**config.mk**
```make
export PLATFORM = sky130hd
export DESIGN_NAME = read_lat_pipe
export DESIGN_NICKNAME = d
export VERILOG_FILES = /design/src/rtl/rlp_pkg.sv /design/src/rtl/rlp_delay.sv /design/src/rtl/rlp_lat_ctrl.sv /design/src/rtl/rlp_slot_pipe.sv /design/src/rtl/rlp_out_stage.sv /design/src/rtl/read_lat_pipe.sv
export SDC_FILE = /design/constraint.sdc
export NUM_CORES = 1
export LEC_CHECK = 0
export ABC_CLOCK_PERIOD_IN_PS = 3100
export CAP_MARGIN = 25
export CELL_PAD_IN_SITES_DETAIL_PLACEMENT = 0
export CELL_PAD_IN_SITES_GLOBAL_PLACEMENT = 2
export CORE_AREA = 2 2 77 86
export CTS_CLUSTER_DIAMETER = 200
export DETAILED_ROUTE_END_ITERATION = 8
export DIE_AREA = 0 0 79 88
export PLACE_DENSITY = 0.8
export SLEW_MARGIN = 20
export SYNTH_ARGS = -nofsm -noshare
export SYNTH_HDL_FRONTEND = slang
export SYNTH_SLANG_ARGS = --single-unit
```
**constraint.sdc**
```tcl
create_clock -name clk -period 3.1 [get_ports clk]
set_input_delay 0.62 -clock clk [delete_from_list [all_inputs] [get_ports clk]]
set_output_delay 0.62 -clock clk [all_outputs]
set_load 0.02 [all_outputs]
```
**src/rtl/rlp_pkg.sv**
```systemverilog
package rlp_pkg;
  // Fixed protocol delays, counted in clocks from the sampling cycle.
  localparam int MASK_LAT = 2;
  localparam int CUT_LAT  = 3;

  typedef struct packed {
    logic hi;
    logic lo;
  } lane_mask_t;
endpackage

```
**src/rtl/rlp_delay.sv**
```systemverilog
module rlp_delay #(
  parameter int W     = 2,
  parameter int DEPTH = 1
) (
  input  logic         clk,
  input  logic         rst,
  input  logic [W-1:0] din,
  output logic [W-1:0] dout
);
  generate
    if (DEPTH == 0) begin : g_wire
      assign dout = din;
    end else begin : g_regs
      logic [W-1:0] stg [DEPTH];
      always_ff @(posedge clk) begin
        if (rst) begin
          for (int i = 0; i < DEPTH; i++) stg[i] <= '0;
        end else begin
          stg[0] <= din;
          for (int i = 1; i < DEPTH; i++) stg[i] <= stg[i-1];
        end
      end
      assign dout = stg[DEPTH-1];
    end
  endgenerate
endmodule

```
**src/rtl/rlp_lat_ctrl.sv**
```systemverilog
module rlp_lat_ctrl #(
  parameter int MAX_LAT = 3,
  parameter int LW      = 2,
  parameter int DEF_LAT = 3
) (
  input  logic          clk,
  input  logic          rst,
  input  logic          wr,
  input  logic [LW-1:0] sel,
  input  logic          busy,
  output logic [LW-1:0] lat_q
);
  logic take;
  assign take = wr && !busy && (sel != '0) && (sel <= LW'(MAX_LAT));

  always_ff @(posedge clk) begin
    if (rst)       lat_q <= LW'(DEF_LAT);
    else if (take) lat_q <= sel;
  end

  p_lat_hold_r2: assert property (@(posedge clk) disable iff (rst)
    (wr && busy) |=> $stable(lat_q));

  p_lat_range_r2: assert property (@(posedge clk) disable iff (rst)
    (lat_q != '0) && (lat_q <= LW'(MAX_LAT)));
endmodule

```
**src/rtl/rlp_slot_pipe.sv**
```systemverilog
module rlp_slot_pipe #(
  parameter int DW      = 16,
  parameter int MAX_LAT = 3,
  parameter int LW      = 2,
  parameter int CUT_LAT = 3
) (
  input  logic          clk,
  input  logic          rst,
  input  logic          launch,
  input  logic [DW-1:0] word,
  input  logic [LW-1:0] lat,
  input  logic          cut,
  output logic          head_v,
  output logic [DW-1:0] head_d,
  output logic          pending
);
  // Slot j holds a word that reaches the bus j cycles after the current one.
  localparam int NS = MAX_LAT - 1;

  logic [NS:1]   v_vec;
  logic [DW-1:0] d_arr [NS:1];

  generate
    for (genvar j = 1; j <= NS; j++) begin : g_slot
      logic          v_q, v_n, up_v, load;
      logic [DW-1:0] d_q, d_n, up_d;

      if (j == NS) begin : g_last
        assign up_v = 1'b0;
        assign up_d = '0;
      end else begin : g_inner
        assign up_v = v_vec[j+1];
        assign up_d = d_arr[j+1];
      end

      assign load = launch && (lat == LW'(j + 1));

      always_comb begin
        v_n = load ? 1'b1 : up_v;
        d_n = load ? word : up_d;
        if (cut && (j >= CUT_LAT - 1)) v_n = 1'b0;
      end

      always_ff @(posedge clk) begin
        if (rst) begin
          v_q <= 1'b0;
          d_q <= '0;
        end else begin
          v_q <= v_n;
          d_q <= d_n;
        end
      end

      assign v_vec[j] = v_q;
      assign d_arr[j] = d_q;
    end
  endgenerate

  assign head_v  = (launch && (lat == LW'(1))) || v_vec[1];
  assign head_d  = (launch && (lat == LW'(1))) ? word : d_arr[1];
  assign pending = |v_vec;
endmodule

```
**src/rtl/rlp_out_stage.sv**
```systemverilog
module rlp_out_stage
  import rlp_pkg::*;
#(
  parameter int DW = 16
) (
  input  logic          clk,
  input  logic          rst,
  input  logic          head_v,
  input  logic [DW-1:0] head_d,
  input  lane_mask_t    mask_d,
  output logic [DW-1:0] dq_out,
  output logic          oe_hi,
  output logic          oe_lo
);
  localparam int HALF = DW / 2;

  logic drive_hi, drive_lo;
  assign drive_hi = head_v && !mask_d.hi;
  assign drive_lo = head_v && !mask_d.lo;

  always_ff @(posedge clk) begin
    if (rst) begin
      dq_out <= '0;
      oe_hi  <= 1'b0;
      oe_lo  <= 1'b0;
    end else begin
      oe_hi             <= drive_hi;
      oe_lo             <= drive_lo;
      dq_out[DW-1:HALF] <= drive_hi ? head_d[DW-1:HALF] : '0;
      dq_out[HALF-1:0]  <= drive_lo ? head_d[HALF-1:0]  : '0;
    end
  end
endmodule

```
**src/rtl/read_lat_pipe.sv**
```systemverilog
module read_lat_pipe
  import rlp_pkg::*;
#(
  parameter int DW      = 16,
  parameter int MAX_LAT = 3,
  parameter int DEF_LAT = 3,
  parameter int LW      = $clog2(MAX_LAT + 1)
) (
  input  logic          clk,
  input  logic          rst,
  input  logic          lat_wr,
  input  logic [LW-1:0] lat_sel,
  input  logic          rd_valid,
  input  logic [DW-1:0] rd_data,
  input  logic          mask_hi,
  input  logic          mask_lo,
  input  logic          cut,
  output logic [DW-1:0] dq_out,
  output logic          oe_hi,
  output logic          oe_lo
);
  localparam int HALF = DW / 2;

  logic [LW-1:0] lat_q;
  logic          pending, busy, head_v;
  logic [DW-1:0] head_d;
  lane_mask_t    mask_in, mask_d;

  assign busy    = rd_valid || pending;
  assign mask_in = '{hi: mask_hi, lo: mask_lo};

  rlp_lat_ctrl #(.MAX_LAT(MAX_LAT), .LW(LW), .DEF_LAT(DEF_LAT)) u_lat (
    .clk(clk), .rst(rst), .wr(lat_wr), .sel(lat_sel), .busy(busy), .lat_q(lat_q)
  );

  rlp_slot_pipe #(.DW(DW), .MAX_LAT(MAX_LAT), .LW(LW), .CUT_LAT(CUT_LAT)) u_slots (
    .clk(clk), .rst(rst), .launch(rd_valid), .word(rd_data), .lat(lat_q),
    .cut(cut), .head_v(head_v), .head_d(head_d), .pending(pending)
  );

  rlp_delay #(.W(2), .DEPTH(MASK_LAT - 1)) u_mdly (
    .clk(clk), .rst(rst), .din(mask_in), .dout(mask_d)
  );

  rlp_out_stage #(.DW(DW)) u_out (
    .clk(clk), .rst(rst), .head_v(head_v), .head_d(head_d), .mask_d(mask_d),
    .dq_out(dq_out), .oe_hi(oe_hi), .oe_lo(oe_lo)
  );

  p_lat1_data_r1: assert property (@(posedge clk) disable iff (rst)
    (!$past(rst) && !$past(rst, 2) && $past(rd_valid) && ($past(lat_q) == LW'(1))
     && !$past(mask_lo, 2))
    |-> (oe_lo && (dq_out[HALF-1:0] == $past(rd_data[HALF-1:0]))));

  p_mask_hi_r3: assert property (@(posedge clk) disable iff (rst)
    (!$past(rst) && !$past(rst, 2) && $past(mask_hi, 2)) |-> !oe_hi);

  p_mask_lo_r3: assert property (@(posedge clk) disable iff (rst)
    (!$past(rst) && !$past(rst, 2) && $past(mask_lo, 2)) |-> !oe_lo);

  p_cut_float_r4: assert property (@(posedge clk) disable iff (rst)
    (!$past(rst) && !$past(rst, 2) && !$past(rst, 3) && $past(cut, 3)
     && !$past(rd_valid, 2) && !$past(rd_valid))
    |-> (!oe_hi && !oe_lo));
endmodule

```
## Word-level counts from Yosys, hierarchy flattened

Memories as Yosys holds them, arrays and structs flattened.
Cells that the tools add are included.
W data, S select, Z words.

- Register bits after elaboration: 54
- Memory bits (writable): 2
- Output and inout port bits: 18
- Word-level logic and storage cells: 46
- Memories: 1

- Order comparisons: 1
- Equality and inequality tests: 3
- Muxes and demuxes: 9
- Bitwise logic cells: 3
- Reduce and logical (&&, ||, !) cells: 20

Memories:

| memory | words | bits a word | read ports | clocked after Yosys merged registers in | write ports | line | source |
|---|---|---|---|---|---|---|---|
| u_mdly.g_regs.stg | 1 | 2 | 1 | 0 | 1 | rlp_delay.sv:14 | `logic [W-1:0] stg [DEPTH];` |

Operator list:

| operator | count |
|---|---|
| $mux W16 | 2 |
| $reduce_or A2 Y1 | 6 |
| $logic_and A1 B1 Y1 | 8 |
| $mux W1 | 6 |
| $eq A2 B2 Y1 const B | 2 |
| $logic_not A1 Y1 | 3 |
| $not A1 Y1 | 3 |
| $eq A2 B1 Y1 const B | 1 |
| $le A2 B2 Y1 const B | 1 |
| $logic_or A1 B1 Y1 | 2 |
| $mux W2 | 1 |
| $reduce_bool A2 Y1 | 1 |

## Depth between registers and ports, before layout

- Depth in word-level cells: 6
- Depth in mapped cells: 5
- Gate-level depth less buffers: 3

## Modules after synthesis

A second synthesis with hierarchy kept.

- Cells, all modules: 178
- Area, all modules: 2175.8 um^2

Modules (own cells, without submodules):

| module | instances | cells an instance | area each (um^2) | sequential area each (um^2) |
|---|---|---|---|---|
| rlp_slot_pipe | 1 | 128 | 1447.6 | 680.7 |
| rlp_out_stage | 1 | 38 | 580.6 | 360.3 |
| rlp_lat_ctrl | 1 | 7 | 88.8 | 40.0 |
| rlp_delay | 1 | 4 | 52.6 | 40.0 |
| read_lat_pipe | 1 | 1 | 6.3 | 0.0 |

## Worst setup path before layout

No wires, ideal clock.

- Kind: input -> register
- Start point: input port rd_valid
- End point: register u_lat.lat_q[0]
- Data arrival time: 1280 ps
- Required time: 2978 ps
- Slack: 1698 ps
- Stages on the path: 3
- Path through: nor4b_4 -> nand2_1 -> a221o_1

- Longest elaborated chain between the ends: 5

RTL lines:

| item | line | source |
|---|---|---|
| from (decl) | read_lat_pipe.sv:13 | `input logic rd_valid,` |
| $logic_or A1 B1 Y1 | read_lat_pipe.sv:29 | `assign busy = rd_valid \|\| pending;` |
| $logic_not A1 Y1 | rlp_lat_ctrl.sv:14 | `assign take = wr && !busy && (sel != '0) && (sel <= LW'(MAX_LAT));` |
| $logic_and A1 B1 Y1 (3 in series) | rlp_lat_ctrl.sv:14 |  |
| to (signal assigned) | rlp_lat_ctrl.sv:17 | `if (rst) lat_q <= LW'(DEF_LAT);` |
| to (signal assigned) | rlp_lat_ctrl.sv:18 | `else if (take) lat_q <= sel;` |
| to (decl) | rlp_lat_ctrl.sv:11 | `output logic [LW-1:0] lat_q` |

No other way between the ends.
A chain may end at the register's enable or synchronous reset.

## Worst setup path in the final report

- Start point: input port rd_valid
- End point: register u_slots.g_slot[1].d_q[1]

- Longest elaborated chain between the ends: 2

RTL lines:

| item | line | source |
|---|---|---|
| $logic_and A1 B1 Y1 | rlp_slot_pipe.sv:36 | `assign load = launch && (lat == LW'(j + 1));` |
| $mux W16 | rlp_slot_pipe.sv:40 | `d_n = load ? word : up_d;` |
| to (signal assigned) | rlp_slot_pipe.sv:50 | `d_q <= d_n;` |
| to (decl) | rlp_slot_pipe.sv:26 | `logic [DW-1:0] d_q, d_n, up_d;` |

No other way between the ends.

==> impl_metrics.ini <==
[placement]
buffer_ports.inserted = 42
hpwlAfterDp_um = 2580
gp_routability_congestion = 0.720
detailed_place.area_sq_um = 2320

[power]
pwr_density_cell_nw_per_um2 = 554
power_switching_mw = 0.276
pwr-share-seq_pct = 55.4
p_int_mw = 1.08
total_leakage_power_nw = 0.879
netSwitchingFraction_pct = 20.4
p_clk_share_pct = 37.5
power_frac_comb_pct = 7.1
irDropWorstVdd_mv = 0.189

[drt]
detailroute.wirelength.met2_um = 1900
num_vias = 1420
top_layer_used = met4
postRouteWirelength_um = 3990
drt_drc_violations_left = 0
drt.antenna.violating_nets = 0
met3_wire_length_um = 139
wl_per_cell_um = 12.4
via_per_inst = 4.41
length_of_the_first_detailed_routing_pass_in_iterations = 4
initialDrtViolationCount = 66
m1WireLength_um = 1890

[setup_path]
critical_path_peak_fanout = 17
crit_type = in -> reg
crit_arrival_ps = 2160
kind_of_start_point_of_the_critical_path = primary input
required_ps = 3340
worst_setup_path_end_kind = flip-flop

[sta]
unrepaired_setup_endpoints_after_global_routing = false
worst-slew-pin-transition_ps = 727
worst_slew_margin_rel_pct = 51.5
fin_setup_tns_ps = 0
setup-violations-final = 0
hold_violations = 0
final-max-slew-violation-count = 0
layout_min_cycle_time_ps = 1920
worst_clock_skew_ps = 9.27
max_clock_freq_ghz = 0.521
min_period_over_period_pct = 61.9

[global_routing]
overflow = 0
antenna_found_initial = 0
globalRouteTotalUtil_pct = 12.5
grt_pass1_vias = 1381
largest_net_degree_at_the_start_of_global_routing = 24
wire_length_of_the_first_global_routing_pass_um = 6660

[synthesis]
synth.net_count = 223
synthesis.area_per_instance_sq_um = 9.26
mappedNetlistArea_sq_um = 1830
seq_area_frac_synth_pct = 61.1
yosysWarningCount = 0
ys_ff_latch = 56
yosys.cell_types.count = 18
syn-instance-count = 198

[cts]
cts_resized = 0
ctsHtreeMaxLevel = 2
cts_inserted_buffers = 5
cts_setup_buffers = 0
insertion_delay_ps = 310
tritoncts_num_sinks = 56
clk_path_buf_depth = 2
clk_transition_reported_paths_ps = 90
tritoncts = yes
cts-hold-fix-buffers = 0
clockRootBuffer = clkbuf_8

[layout]
multi_input_area_sq_um = 646
area_taken_by_flip_flops_and_latches_sq_um = 1120
drive_above_1_share_pct = 5.79
num-nets-final = 266
final_cell_mix = nand2_1 (66), dfxtp_1 (56), clkdlybuf4s50_1 (42)
layout.cells.most_common = nand2_1
n_fill_cell = 630
synthToLayoutAreaGrowth_pct = 33.2
finish.instance_area_sq_um = 2440
n_antenna_cell = 0

[floorplanning]
design.portCount = 43
dieWidth_um = 79
die_area_sq_um = 6950
die_h_um = 88
rows = 30
floorplan.initialDensity_pct = 30.2
placeableCoreArea_sq_um = 6080

[min_path]
timing.hold.worst.class = reg -> reg

[run]
drv_cap = 0

[run_status]
result_of_the_run = completed
[through the flow]
| stage | hold slack (ps) | instances | utilization [%] | total power [mW] | setup slack (ps) |
|---|---|---|---|---|---|
| 2_1_floorplan | 422 | 198 | - | 0.810 | 1700 |
| 3_3_place_gp | 425 | 314 | 38.1 | 0.865 | 828 |
| 3_5_place_dp | 431 | 314 | 38.1 | 0.865 | 819 |
| 4_1_cts | 443 | 322 | 40.2 | 1.37 | 1160 |
| 5_1_grt | 456 | 322 | 40.2 | 1.42 | 985 |
| 6_report | 441 | 322 | 40.2 | 1.35 | 1180 |
[worst paths after layout]
path	from	end	slack (ps)	depth (start not counted)
worst max-delay path	rd_valid	u_slots.g_slot[1].d_q[1]	1180	4
worst max register to register	u_lat.lat_q[1]	u_out.dq_out[7]	1700	3
worst min register to register	u_slots.g_slot[1].d_q[1]	u_out.dq_out[1]	440	2
worst min-delay path	u_slots.g_slot[1].d_q[1]	u_out.dq_out[1]	440	2
[flip-flops by register name (all words and copies together) (netlist names)]
| name | count |
|---|---|
| u_slots.g_slot.v_q | 1 |
| u_mdly.g_regs.stg | 2 |
| u_slots.g_slot.up_d | 16 |
| u_lat.lat_q | 2 |
| u_out.oe_hi | 1 |
| u_out.dq_out | 16 |
| u_slots.g_slot.d_q | 16 |
| u_slots.g_slot.up_v | 1 |
| u_out.oe_lo | 1 |
[synth_stat cells]
cell / number / area (sq um)
and2_1: 16 / 100
buf_2: 2 / 10.0
clkbuf_1: 2 / 7.51
buf_4: 2 / 15.0
a221o_1: 2 / 20.0
nor2_1: 4 / 15.0
and4b_1: 1 / 10.0
clkbuf_2: 1 / 5.00
nor2b_1: 3 / 18.8
and3b_1: 2 / 17.5
o21ai_2: 2 / 17.5
a21oi_1: 32 / 160
nand3b_1: 2 / 15.0
nand2_1: 66 / 248
inv_1: 2 / 7.51
nor4b_4: 1 / 23.8
buf_6: 2 / 22.5
dfxtp_1: 56 / 1120
[cell families (layout without fill, tap and decap cells)]
| group | count (synthesis) | in the layout | synth area share, % |
|---|---|---|---|
| simple gates | 95 | 95 | 24.4 |
| compound gates | 36 | 36 | 10.8 |
| flops | 56 | 56 | 61.1 |
| buf+inv | 11 | 55 | 3.68 |
[metal layers]
layer | vias to the layer above | GRT usage (%)
met4 | 0 | 4.70
met1 | 663 | 15.4
li1 | 721 | -
met5 | - | 0
met3 | 7 | 3.20
met2 | 29 | 21.2
[critical path, cell delays in order]
cell,delay (ps)
clkdlybuf4s50_1,600
and3b_1,680
nand2_1,120
a21oi_1,140
[area by class of cell]
| class | count | share of cell area, % |
|---|---|---|
| Clock buffer | 7 | 3.94 |
| Clock inverter | 1 | 1.23 |
| Inverter | 2 | 0.307 |
| Multi-Input combinational cell | 131 | 26.4 |
| Sequential cell | 56 | 45.9 |
| Tap cell | 80 | 4.10 |
| Timing Repair Buffer | 45 | 18.1 |
[power groups by stage]
stage / Clock (mW) / Sequential, mW / Combinational, mW
final: 0.507 / 0.750 / 0.0963
after global routing: 0.555 / 0.753 / 0.107
after CTS: 0.523 / 0.750 / 0.0987
after detailed placement: 0 / 0.767 / 0.0984
after global placement: 0 / 0.767 / 0.0979
after floorplan: 0 / 0.767 / 0.0434
No activity file was read; power rests on OpenSTA's default activity.
